$ cat config.mk
export PLATFORM = sky130hd
export DESIGN_NAME = serial_rom_responder
export DESIGN_NICKNAME = d
export VERILOG_FILES = /design/src/rtl/srr_pkg.sv /design/src/rtl/srr_ctrl.sv /design/src/rtl/srr_datapath.sv /design/src/rtl/serial_rom_responder.sv
export SDC_FILE = /design/constraint.sdc
export NUM_CORES = 1
export LEC_CHECK = 0
export BUFFER_PORTS_ARGS = -buffer_cell sky130_fd_sc_hd__buf_2
export CAP_MARGIN = 20
export CORE_ASPECT_RATIO = 0.7
export CORE_MARGIN = 2
export CORE_UTILIZATION = 60
export DETAILED_ROUTE_END_ITERATION = 7
export GPL_ROUTABILITY_DRIVEN = 0
export PLACE_DENSITY = 0.78
export SYNTH_ARGS = -nofsm -noshare
export SYNTH_HDL_FRONTEND = slang
export SYNTH_SLANG_ARGS = --single-unit
$ cat constraint.sdc
create_clock -name clk -period 2.45 [get_ports clk]
set_input_delay 0 -clock clk [delete_from_list [all_inputs] [get_ports clk]]
set_output_delay 0 -clock clk [all_outputs]
set_load 0.03 [all_outputs]
$ cat src/rtl/srr_pkg.sv
package srr_pkg;

  // Width of command, address and data bytes
  localparam int BYTE_W = 8;
  // Counter must reach 2*BYTE_W+1 before wrapping
  localparam int TICK_W = $clog2(2 * BYTE_W + 2);
  // Counter value at which the command byte is complete
  localparam logic [TICK_W-1:0] CMD_DONE  = TICK_W'(BYTE_W + 1);
  // Counter value at which the address byte is complete
  localparam logic [TICK_W-1:0] ADDR_DONE = TICK_W'(2 * BYTE_W + 1);

  // Strobes from control to datapath
  typedef struct packed {
    logic capture;   // store the new line levels
    logic clrCmd;    // start condition: empty command byte
    logic shiftCmd;  // take a command bit
    logic shiftAddr; // take an address bit, shift output register
    logic driveAck;  // force data line low this slot
    logic driveData; // put output register MSB on data line
    logic loadData;  // fetch table byte at completed address
  } dpCtl_t;

  // Fixed table contents, computed per address
  function automatic logic [BYTE_W-1:0] romByte(input logic [BYTE_W-1:0] a);
    logic [BYTE_W-1:0] v;
    case (a)
      8'h00:   v = 8'h80;
      8'h01:   v = 8'h08;
      8'h02:   v = 8'h04;
      8'h03:   v = 8'h0D;
      8'h04:   v = 8'h0A;
      8'h05:   v = 8'h01;
      8'h06:   v = 8'h40;
      8'h7E:   v = 8'h64;
      8'h7F:   v = 8'hF4;
      default: v = '0;
    endcase
    return v;
  endfunction

endpackage

$ cat src/rtl/srr_ctrl.sv
module srr_ctrl
  import srr_pkg::*;
(
  input  logic              clk,
  input  logic              rst,
  input  logic              pinStrobe,
  input  logic              sclIn,
  input  logic              sdaIn,
  input  logic              sclHeld,
  input  logic              sdaHeld,
  input  logic              cmdLsb,
  output dpCtl_t            ctl,
  output logic [TICK_W-1:0] tickCount,
  output logic              ackPending
);

  logic [TICK_W-1:0] tickNext;
  logic [TICK_W-1:0] tickInc;
  logic              ackNext;
  logic              levelChange;
  logic              sclRise;
  logic              idle;

  assign tickInc     = tickCount + TICK_W'(1);
  assign levelChange = sclHeld & sclIn & (sdaHeld ^ sdaIn);
  assign sclRise     = ~sclHeld & sclIn;
  assign idle        = (tickCount == '0) && !ackPending;

  always_comb begin
    ctl      = '0;
    tickNext = tickCount;
    ackNext  = ackPending;
    if (pinStrobe) begin
      ctl.capture = 1'b1;
      if (levelChange) begin
        // data moved under a high clock: start when falling, stop otherwise
        if (!sdaIn) begin
          tickNext   = TICK_W'(1);
          ctl.clrCmd = 1'b1;
        end
      end else if (!idle && sclRise) begin
        if (ackPending) begin
          ctl.driveAck = 1'b1;
          ackNext      = 1'b0;
        end else if (sdaHeld == sdaIn) begin
          if (tickCount < CMD_DONE) begin
            ctl.shiftCmd = 1'b1;
            tickNext     = tickInc;
            if (tickInc == CMD_DONE) ackNext = 1'b1;
          end else begin
            ctl.shiftAddr = 1'b1;
            ctl.driveData = cmdLsb;
            if (tickInc == ADDR_DONE) begin
              ctl.loadData = 1'b1;
              ackNext      = 1'b1;
              tickNext     = '0;
            end else begin
              tickNext = tickInc;
            end
          end
        end
      end
    end
  end

  always_ff @(posedge clk) begin
    if (rst) begin
      tickCount  <= '0;
      ackPending <= 1'b0;
    end else begin
      tickCount  <= tickNext;
      ackPending <= ackNext;
    end
  end

endmodule

$ cat src/rtl/srr_datapath.sv
module srr_datapath
  import srr_pkg::*;
(
  input  logic   clk,
  input  logic   rst,
  input  logic   sclIn,
  input  logic   sdaIn,
  input  dpCtl_t ctl,
  output logic   sclHeld,
  output logic   sdaHeld,
  output logic   cmdLsb
);

  logic [BYTE_W-1:0] cmdReg;
  logic [BYTE_W-1:0] addrReg;
  logic [BYTE_W-1:0] dataSr;
  logic [BYTE_W-1:0] addrNext;
  logic              sdaNext;

  assign addrNext = (addrReg << 1) | BYTE_W'(sdaIn);
  assign cmdLsb   = cmdReg[0];

  always_comb begin
    if (ctl.driveAck)       sdaNext = 1'b0;
    else if (ctl.driveData) sdaNext = dataSr[BYTE_W-1];
    else                    sdaNext = sdaIn;
  end

  always_ff @(posedge clk) begin
    if (rst) begin
      sclHeld <= 1'b1;
      sdaHeld <= 1'b1;
      cmdReg  <= '0;
      addrReg <= '0;
      dataSr  <= '0;
    end else begin
      if (ctl.capture) begin
        sclHeld <= sclIn;
        sdaHeld <= sdaNext;
      end
      if (ctl.clrCmd)        cmdReg <= '0;
      else if (ctl.shiftCmd) cmdReg <= (cmdReg << 1) | BYTE_W'(sdaIn);
      if (ctl.shiftAddr)     addrReg <= addrNext;
      if (ctl.loadData)      dataSr <= romByte(addrNext);
      else if (ctl.shiftAddr) dataSr <= dataSr << 1;
    end
  end

endmodule

$ cat src/rtl/serial_rom_responder.sv
module serial_rom_responder
  import srr_pkg::*;
(
  input  logic clk,
  input  logic rst,
  input  logic pinStrobe,
  input  logic sclIn,
  input  logic sdaIn,
  output logic sdaOut
);

  dpCtl_t            ctl;
  logic [TICK_W-1:0] tickCount;
  logic              ackPending;
  logic              sclHeld;
  logic              sdaHeld;
  logic              cmdLsb;

  srr_ctrl u_ctrl (
    .clk        (clk),
    .rst        (rst),
    .pinStrobe  (pinStrobe),
    .sclIn      (sclIn),
    .sdaIn      (sdaIn),
    .sclHeld    (sclHeld),
    .sdaHeld    (sdaHeld),
    .cmdLsb     (cmdLsb),
    .ctl        (ctl),
    .tickCount  (tickCount),
    .ackPending (ackPending)
  );

  srr_datapath u_dp (
    .clk     (clk),
    .rst     (rst),
    .sclIn   (sclIn),
    .sdaIn   (sdaIn),
    .ctl     (ctl),
    .sclHeld (sclHeld),
    .sdaHeld (sdaHeld),
    .cmdLsb  (cmdLsb)
  );

  assign sdaOut = sdaHeld;

endmodule

==> impl_metrics.csv <==
group,metric,value,unit
synth,ys_ff_latch,24,
sta,fmax,453,MHz
worst_setup_path,end_kind,"flip-flop",
power,p_per_area,448,nW/um^2
final_layout,num-fill-cells,203,
power,power,0.669,mW
sta,fin_crit_sh,90.1,%
grt,grt_pass1_wl,5.13,mm
floorplanning,die-area,2730,um^2
sta,tns,0,ns
sta,setup_violations,0,
sta,grt_setup_unrepaired,"no",
clock_network,cts_buffer_depth,2,
worst_setup_path,crit_path_max_incr_delay,0.47,ns
drt,initialDrtViolationCount,118,
placed_design,dp_hpwl,2.06,mm
worst_setup_path,path_max_fanout,9,
drt,first_pass_iters,4,
sta,worstMarginPinSlew,0.504,ns
drt,drc,0,
outcome,status,"completed",
grt,grt_pass1_vias,1131,
grt,grt-ovfl-total,0,
final_layout,area_growth,7.00,%
floorplanning,fp.coreArea,2170,um^2
final_layout,final_common_cell,"nand2_1",
clock_network,cts_tree,"yes",
worst_setup_path,critPathKind,"reg2reg",
drt,drt-total-wl,2.94,mm
drt,route.detailed.wl_per_inst,14.1,um
drt,viasPerCell,6.08,
clock_network,cts_made_buffers,3,
final_layout,register_area,482,um^2
synth,ys_seq_area_share,34.5,%
drt,drtAntennaViolNets,0,
clock_network,postCtsSetupRepairBufs,0,
worst_setup_path,crit_slowest_cell,"dfxtp_1",
power,ir_drop,0.340,mV
sta,fin_crit,2.21,ns
synth,synthArstFlopShare,0,%
synth,netlist-cell-type-count,52,
worst_setup_path,crit_path_start_kind,"flip-flop",
worst_setup_path,crit_chain,"inv_1 > ha_1 > nor4b_2 > nor4_4 > nand2b_1 > buf_4 > nor4b_1 > a311o_1",
final_layout,multi_input_area,828,um^2
sta,skew,0.0101,ns
synth,syn_avg_cell_area,8.10,um^2
min_path,hp-class,"in2reg",
clock_network,clock-sinks,24,
clock_network,h-tree-depth,1,
grt,top_usage_layer,"met1",
grt,use_met2,35.4,%
floorplanning,dieWidth,61.6,um
floorplanning,num_rows,14,
synth,synth_edf_count,0,
grt,grtUsageMet1,38.4,%
drt,vias,1265,
synth,synth-main-ff-cell,"dfxtp_1",
sta,max_slew_margin,66.4,%
synth,syn_inst,172,
sta,hold_violations,0,
final_layout,n_antenna_cell,0,
final_layout,final_cell_mix,"nand2_1 (29), dfxtp_1 (23), nor2_1 (15)",
grt,use_met3,6.14,%
clock_network,clkLatencyLatePin,0.33,ns
placed_design,place.port_buffers,5,
power,cellLeakagePower,0.510,nW
final_layout,drive_above_1_share,14.2,%
synth,ys_warn_count,0,
grt,grt_max_degree,27,
grt,grtUsageTotal,25.0,%
floorplanning,start_util,64.2,%
clock_network,clk_pin_slew_worst_paths,0.14,ns
final_layout,layout.nets,184,
worst_setup_path,cp.arrival,2.49,ns
floorplanning,io_pins,6,
floorplanning,die_h,44.3,um
synth,syn_area,1390,um^2
clock_network,root_buffer,"clkbuf_4",
sta,drv_slew,0,
flow_run,drv_cap,0,
synth,syn_nets,179,
grt,antenna_found_initial,0,
worst_setup_path,required,2.74,ns
cell usage after synthesis (2+ instances only):
library cell | n | area, um^2
a211oi_2 | 3 | 37.5
a21oi_1 | 12 | 60.1
a311oi_1 | 3 | 26.3
and3_1 | 4 | 25.0
buf_2 | 3 | 15.0
buf_4 | 2 | 15.0
clkbuf_1 | 6 | 22.5
dfxtp_1 | 24 | 480
ha_1 | 2 | 25.0
inv_1 | 6 | 22.5
mux2i_1 | 6 | 60.1
nand2_1 | 29 | 109
nand2b_1 | 2 | 12.5
nand3_1 | 7 | 35.0
nand4_1 | 2 | 12.5
nor2_1 | 15 | 56.3
nor2b_1 | 2 | 12.5
nor3_1 | 4 | 20.0
nor4_1 | 5 | 31.3
or2_1 | 2 | 12.5
xor2_1 | 2 | 17.5
metal layers:
layer,part of all wire [%],routed length [um]
met1,51,1510
met2,44,1280
met3,4.4,129
met4,0.51,15
met5,0,0
metrics by stage:
step	hold WS, ns	cell area [um^2]	cells	setup WS (ns)	util, %
after floorplan	0.185	1390	172	0.327	-
after global placement	0.328	1430	202	0.347	66.0
after detailed placement	0.341	1430	202	0.247	66.0
after CTS	0.0214	1490	208	0.217	68.5
after global routing	0.0646	1490	208	0.0707	68.7
final	0.0385	1490	208	0.242	68.7
cell type report:
cell class / count / area share [%]
multi-input combinational: 130 / 55.5
sequential: 24 / 32.3
timing repair buffer: 12 / 5.54
clock buffer: 4 / 2.43
inverter: 6 / 1.51
tap: 32 / 2.68
state kept, by name, summed over array words and instances (netlist names):
signal	cells
u_ctrl.tickCount	5
u_ctrl.ackPending	1
u_dp.dataSr	8
u_dp.sdaHeld	1
u_dp.cmdReg	1
u_dp.addrReg	7
u_dp.sclHeld	1
cells by family after synthesis:
logic type	Yosys count	share of synthesized area [%]
AO/OA/AOI/OAI	37	20.4
XOR/XNOR	3	1.89
adder cells (fa/ha/maj)	2	1.80
buffers and inverters	18	6.19
flip-flops	24	34.5
multiplexers	6	4.31
AND/OR/NAND/NOR	82	31.0
final timing paths:
kind / start / end / slack, ns / cells past startpoint
min: sdaIn / u_dp.addrReg[0] / 0.04 / 3
min reg2reg: u_dp.dataSr[0] / u_dp.dataSr[0] / 0.48 / 2
max reg2reg: u_ctrl.tickCount[1] / u_dp.dataSr[6] / 0.24 / 8
max: u_ctrl.tickCount[1] / u_dp.dataSr[6] / 0.24 / 8
worst max-delay path, delay by kind of cell (launching register included):
kind,cells,cell delay (ns)
simple gates,4,1.05
buf+inv,2,0.28
compound gates,1,0.15
fa+ha+maj,1,0.22
flops,1,0.47
power breakdown:
part,internal (mW),switching (mW),leakage [nW]
clock network,0.0911,0.124,0.0210
logic,0.0211,0.0337,0.295
registers,0.394,0.00535,0.194
total,0.506,0.163,0.510
repair_timing:
item | 4_1_cts | 5_1_grt
resized for setup | 0 | 2
setup endpoints to repair | 0 | 1
hold endpoints to repair | 3 | 0
hold buffers | 2 | 0
(Power assumes the default switching activity.)
